### src/rtl/hiccup_fault_timer.sv
module hiccup_fault_timer #(
  parameter int FULL_CYC = 50000,
  localparam int CNT_W = $clog2(FULL_CYC + 1),
  localparam int SHORT_CYC = FULL_CYC / 4
) (
  input  logic clk,
  input  logic rst_n,
  input  logic peak_hit,
  input  logic short_hit,
  input  logic uv_evt,
  input  logic start_evt,
  input  logic bo_ok,
  input  logic latch_on_short,
  output logic drv_en,
  output logic ss_req,
  output logic latch_req
);

  typedef enum logic [1:0] {S_WAIT, S_RUN, S_OFF, S_LATCH} state_t;

  state_t st;
  logic [CNT_W-1:0] cnt;
  logic skip, bo_q;

  wire bo_rise = bo_ok && !bo_q;
  wire [CNT_W-1:0] lim_m1 = short_hit ? CNT_W'(SHORT_CYC - 1) : CNT_W'(FULL_CYC - 1);
  wire expire = peak_hit && (cnt >= lim_m1);

  assign drv_en    = (st == S_RUN) && bo_ok;
  assign latch_req = (st == S_LATCH);

  always_ff @(posedge clk or negedge rst_n) begin
    if (!rst_n) begin
      st     <= S_WAIT;
      cnt    <= '0;
      skip   <= 1'b0;
      bo_q   <= 1'b0;
      ss_req <= 1'b0;
    end else begin
      bo_q   <= bo_ok;
      ss_req <= 1'b0;
      if (bo_rise) skip <= 1'b0;
      case (st)
        S_RUN: begin
          if (expire) begin
            cnt <= '0;
            if (short_hit && latch_on_short) st <= S_LATCH;
            else begin
              st   <= S_OFF;
              skip <= 1'b1;
            end
          end else if (uv_evt) begin
            st  <= S_WAIT;
            cnt <= '0;
          end else begin
            cnt <= peak_hit ? cnt + 1'b1 : '0;
          end
        end
        S_OFF: if (uv_evt) st <= S_WAIT;
        S_WAIT: begin
          if (start_evt && bo_ok) begin
            if (skip && !bo_rise) skip <= 1'b0;
            else begin
              st     <= S_RUN;
              ss_req <= 1'b1;
            end
          end
        end
        default: st <= S_LATCH;
      endcase
    end
  end

  a_r11_ss_one_cycle: assert property (@(posedge clk) disable iff (!rst_n)
    ss_req |=> !ss_req);
  a_r11_ss_at_run: assert property (@(posedge clk) disable iff (!rst_n)
    ss_req |-> st == S_RUN);
  a_r9_latch_sticky: assert property (@(posedge clk) disable iff (!rst_n)
    latch_req |=> latch_req);
  a_r9_latch_no_drive: assert property (@(posedge clk) disable iff (!rst_n)
    latch_req |-> !drv_en);
  a_r2_cnt_bound: assert property (@(posedge clk) disable iff (!rst_n)
    cnt < CNT_W'(FULL_CYC));
  a_r5_off_until_uv: assert property (@(posedge clk) disable iff (!rst_n)
    (st == S_OFF && !uv_evt) |=> st == S_OFF);
  a_r8_bo_low_no_drive: assert property (@(posedge clk) disable iff (!rst_n)
    !bo_ok |-> !drv_en);

endmodule

### config.mk
export PLATFORM = sky130hd
export DESIGN_NAME = hiccup_fault_timer
export DESIGN_NICKNAME = d
export VERILOG_FILES = /design/src/rtl/hiccup_fault_timer.sv
export SDC_FILE = /design/constraint.sdc
export NUM_CORES = 1
export LEC_CHECK = 0
export BUFFER_PORTS_ARGS = -buffer_cell sky130_fd_sc_hd__buf_4
export CORE_MARGIN = 1.5
export CORE_UTILIZATION = 29
export DETAILED_ROUTE_END_ITERATION = 8
export GPL_ROUTABILITY_DRIVEN = 0
export PLACE_DENSITY = 0.42
export SLEW_MARGIN = 10
export SYNTH_ARGS = -nofsm -noshare
export SYNTH_HDL_FRONTEND = slang
export SYNTH_SLANG_ARGS = --single-unit
### constraint.sdc
create_clock -name clk -period 6 [get_ports clk]
set_input_delay 1.2 -clock clk [delete_from_list [all_inputs] [get_ports clk]]
set_output_delay 1.2 -clock clk [all_outputs]
set_load 0.03 [all_outputs]
Word level (Yosys, flattened, before mapping) --
Index checks and enable logic that the tools add are counted.
Word-level totals: register bits after elaboration 21, bits of input ports 8, output and inout bits 3
Cells by class: magnitude comparators 1, equality and inequality tests 5, reduce and logical (&&, ||, !) cells 10, mux-type cells 19, add/subtract/negate cells 1
Operators with widths (number):
- 16-bit 2-to-1 mux | 4
- 16-bit by 1-bit adder with 16-bit output (second input constant) | 1
- 16-bit >= comparator | 1
- 1-bit 2-to-1 mux | 9
- 2-bit 2-to-1 mux | 4
- 1-bit logical AND | 6
- 2-bit one-hot mux with 3 select lines | 1
- 2-bit == test (second input constant) | 2
- 2-bit != test (second input constant) | 2
- 2-bit by 1-bit == test with 1-bit output (second input constant) | 1
- 1-bit logical NOT | 2
- 2-bit logical NOT | 1
- 1-bit one-hot mux with 2 select lines | 1
- 2-bit AND reduction | 1

Depth between registers and ports, before layout --
depth in word-level cells 7, depth in mapped cells 8, gate-level depth less buffers 7

Worst setup path after synthesis --
OpenSTA, ideal clock, no wires.
kind in2out, from input port bo_ok, to output port drv_en, arrival time 1.648 ns, path slack 3.152 ns, stages 2, path buffers 0, required time 4.800 ns, path through inv_1 nor2_1
Between the ends: word-level cells in the longest chain between the ends 1
Ends and longest elaborated chain:
- from (decl) | line 12 | input logic bo_ok,
- 1-bit logical AND | line 29 | assign drv_en = (st == S_RUN) && bo_ok;
- to (decl) | line 14 | output logic drv_en,
No other way between the ends.

Worst setup path after layout --
from input port short_hit, to register cnt[5]
Between the ends: word-level cells in the longest chain between the ends 4
Ends and longest elaborated chain:
- from (decl) | line 9 | input logic short_hit,
- 16-bit 2-to-1 mux | line 26 | wire [CNT_W-1:0] lim_m1 = short_hit ? CNT_W'(SHORT_CYC - 1) : CNT_W'(FULL_CYC - 1);
- 16-bit >= comparator | line 27 | wire expire = peak_hit && (cnt >= lim_m1);
- 1-bit logical AND | line 27
- 16-bit 2-to-1 mux | line 45 | if (expire) begin
- to (signal assigned) | line 56 | cnt <= peak_hit ? cnt + 1'b1 : '0;
- to (decl) | line 22 | logic [CNT_W-1:0] cnt;
No other way between the ends. A chain may end at the register's enable or synchronous reset.

==> impl_results.md <==
- Instance count of the mapped netlist: 150
- ANT nets after route: 0
- Placed instance count: approximately 220
- Detailed-route wire length per cell: between 10 and 15 um
- First-pass GRT wire length: 5840 um
- Maximum operating frequency: roughly 280 MHz
- Worst-margin pin slew: between 1 and 1.5 ns
- Most common library cell in the layout ignoring fill and taps: nand2_1
- Number of warnings reported in the yosys synthesis log: 0
- Post-synthesis register bit count: 21
- Power density over cell area: between 200 and 250 nW/um2
- TritonCTS clock tree: yes
- Clock latency on the worst-skew pair: roughly 0.26 ns
- Deepest clock path buffer count: 2
- Arrival time reported for the critical path endpoint: roughly 3.6 ns
- Number of maximum-capacitance constraint violations: 0
- Complex-gate fraction of the synthesized area: a little over a fifth
- Layout-stage area growth over the synthesis result: 12.5%
- Non-filler instance count after layout: around 230
- Net count after synthesis: between 150 and 200
- Setup bufs post-CTS: 0
- Proportion of synthesized chip area in sequential cells: about 37%
- Initial DRT Pass Iterations: 4
- Initial antenna violation count: 0
- Post-synthesis adder-cell area fraction: 9.73%
- Depth of the critical timing path with buffers and inverters included: 8
- Cell depth of the worst hold path: 2
- Slew Limit Fails: 0
- Die area: ~5300 um2
- Primary flip-flop cell chosen by synthesis mapping: dfrtp_1
- Unrepaired setup endpoints after global routing: false
- Total wirelength of the detailed-routed design: ~3300 um
- Clock slew at reported path FFs: ~0.07 ns
- Largest net degree at the start of global routing: 22
- Setup TNS: 0 ns
- # IOs: 11
- Antenna diode count: 0
- Max transition margin: between 30% and 40%
- Internal cell power: 0.225 mW
- Final period util: 58.5%
- Path category of the worst min-delay check: reg2reg
- Status: finished clean
- Required time reported for the critical path endpoint: 6.13 ns
- Post-CTS sizing: 0
- CTS buffer count: 3
- Simple-gate area share of the yosys netlist: a little over a quarter
- Worst-case reg-to-reg path depth: 6
- Clk pwr share: between 20% and 30%
- Number of enable flip-flop cells after synthesis: 0
- Largest delay share family, worst path: compound AO/OA/AOI/OAI gates
- Fin. Hold Viols: 0
- Core area: approximately 4700 um2
- Half-perimeter wire length after detailed placement: roughly 2500 um
- Element type at the critical path end: flip-flop
- Net Sw Frac: about 33%
- Layout cells sized above 1: 17.0%
- Max Clock Skew: roughly 0.0043 ns
- Crit-path max FO: 16
- Longest individual stage delay on the worst path: 0.85 ns
- Die width: 72.9 um
- Flop pwr share: between 40% and 50%
- Clock sink total: 21
- Grt ovf: 0
- Main combinational cell family by area after synthesis: simple AND/OR/NAND/NOR gates
- Synth Cell Area: around 1400 um2
- Count of cell types in the netlist: 42
- Min Hold Slack: a little under 0.5 ns
- Final critical delay including setup and external delays: roughly 3.5 ns
- Path type of the worst setup path: in2reg
- Lkg Pwr: 0.659 nW
- Initial core utilization: 30.0%
- Via total after detailed routing: roughly 1,200
- Most frequent cells in the layout: nand2_1 (25), dfrtp_1 (21), nand4_1 (14)
- Synthesized area per cell: between 9 and 10 um2
- Fill cell count: roughly 500
- Combinational power share: a little under a quarter
- Vias in the first global route: ~1,200
- Final number of setup-violating endpoints: 0
- CP cell instances: buf_4 > inv_1 > ha_1 > nand4b_1 > a21oi_1 > o31ai_2 > nand4b_4 > o311ai_0
- Root Buffer Master: clkbuf_8
- Drc violations: 0
- Final-stage net count: around 180
- Critical path buffer and inverter count: 2
- Standard-cell rows: 25
- Net switching power: between 0.1 and 0.15 mW
- Vias per std cell: 5.32
- Nature of the critical path startpoint: input pin
- Post-synthesis mux area share: 0%
- GRT Overall Usage: around 14%
- Xor and xnor fraction of the mapped netlist area: between 1 and 1.5%
- Die Span Y: ~73 um
- VDD IR max: approximately 0.11 mV
- Count of input and output buffers: 10
- Fraction of registers with async set/reset: between 90% and 100%
- Cts-stage hold buffer count: 0
- Count of H-tree levels built during CTS: 1
- Drt initial violations: 30
- Worst-path cell with the longest stage delay: o31ai_2
sequential cells by signal, indices dropped and copies added (netlist names):
name and flops:
skip 1, st 2, cnt 16, bo_q 1, ss_req 1
cell usage after synthesis, types with 2 or more instances:
| master | count | share of area (%) |
|---|---|---|
| a21oi_1 | 3 | 1.1 |
| clkbuf_1 | 3 | 0.80 |
| dfrtp_1 | 21 | 37 |
| ha_1 | 11 | 9.7 |
| inv_1 | 8 | 2.1 |
| nand2_1 | 25 | 6.6 |
| nand2b_1 | 3 | 1.3 |
| nand3_1 | 9 | 3.2 |
| nand4_1 | 14 | 6.2 |
| nor2_1 | 8 | 2.1 |
| o21ai_0 | 5 | 1.8 |
| o311ai_0 | 3 | 1.9 |
| o311ai_1 | 3 | 1.9 |
| o311ai_2 | 5 | 5.7 |
| xnor2_1 | 2 | 1.2 |
per-stage QoR:
stage               instance area (um2)  utilization, %  setup slack, ns  power [mW]
finish                             1590            33.7             2.49       0.338
global route                       1590            33.7             2.12       0.363
CTS                                1590            33.7             2.42       0.347
detailed placement                 1550            32.7             2.15       0.251
global placement                   1550            32.7             2.29       0.249
floorplan                          1420               -             3.15       0.224
logic make-up (layout without fill, tap and decap cells):
| kind of cell | Yosys count | in the layout |
|---|---|---|
| buffers and inverters | 13 | 22 |
| AND/OR/NAND/NOR | 70 | 70 |
| adder cells (fa/ha/maj) | 11 | 11 |
| flip-flops | 21 | 21 |
| XOR/XNOR | 2 | 2 |
| AO/OA/AOI/OAI | 33 | 33 |
area by class of cell:
cell class	count	area (um2)	share of cell area [%]
flip-flops and latches	21	526	33.0
well taps	67	83.8	5.27
multi-input cells	116	832	52.3
repair buffers	10	75.1	4.72
inverters	8	30.0	1.89
clock buffers	4	45.0	2.83
worst register-to-register path, stage by stage (launching register included):
cell and delay [ns]:
dfrtp_1 0.47, ha_1 0.33, a21oi_1 0.14, a21oi_1 0.09, o31ai_2 0.85, nand4b_4 0.43
o311ai_0 0.47
layer usage:
| layer | wire [um] | up-vias | GRT usage [%] | share of wire, % |
|---|---|---|---|---|
| met5 | 0 | - | 0 | 0 |
| met4 | 63 | 0 | 5.24 | 1.9 |
| met3 | 141 | 6 | 2.90 | 4.2 |
| met2 | 1540 | 28 | 22.2 | 46 |
| met1 | 1600 | 585 | 20.1 | 48 |
| li1 | - | 583 | - | - |
worst paths after layout:
path / startpoint / end / slack, ns
worst max-delay path: short_hit / cnt[5]$_DFFE_PN0P_ / 2.49
worst min-delay path: skip$_DFF_PN0_ / skip$_DFF_PN0_ / 0.48
worst max register to register: cnt[3]$_DFFE_PN0P_ / cnt[5]$_DFFE_PN0P_ / 3.10
worst min register to register: skip$_DFF_PN0_ / skip$_DFF_PN0_ / 0.48
max in group asynchronous: rst_n / st[1]$_DFFE_PN0P_ / 4.96
min in group asynchronous: rst_n / ss_req$_DFF_PN0_ / 0.81
power by group through the flow:
stage	combinational, mW	sequential [mW]	clock, mW
after global routing	0.0935	0.165	0.104
final	0.0812	0.164	0.0934
after floorplan	0.0588	0.166	0
after global placement	0.0830	0.166	0
after CTS	0.0853	0.163	0.0978
after detailed placement	0.0853	0.166	0
Note: power is estimated with default switching activity, not from simulation.
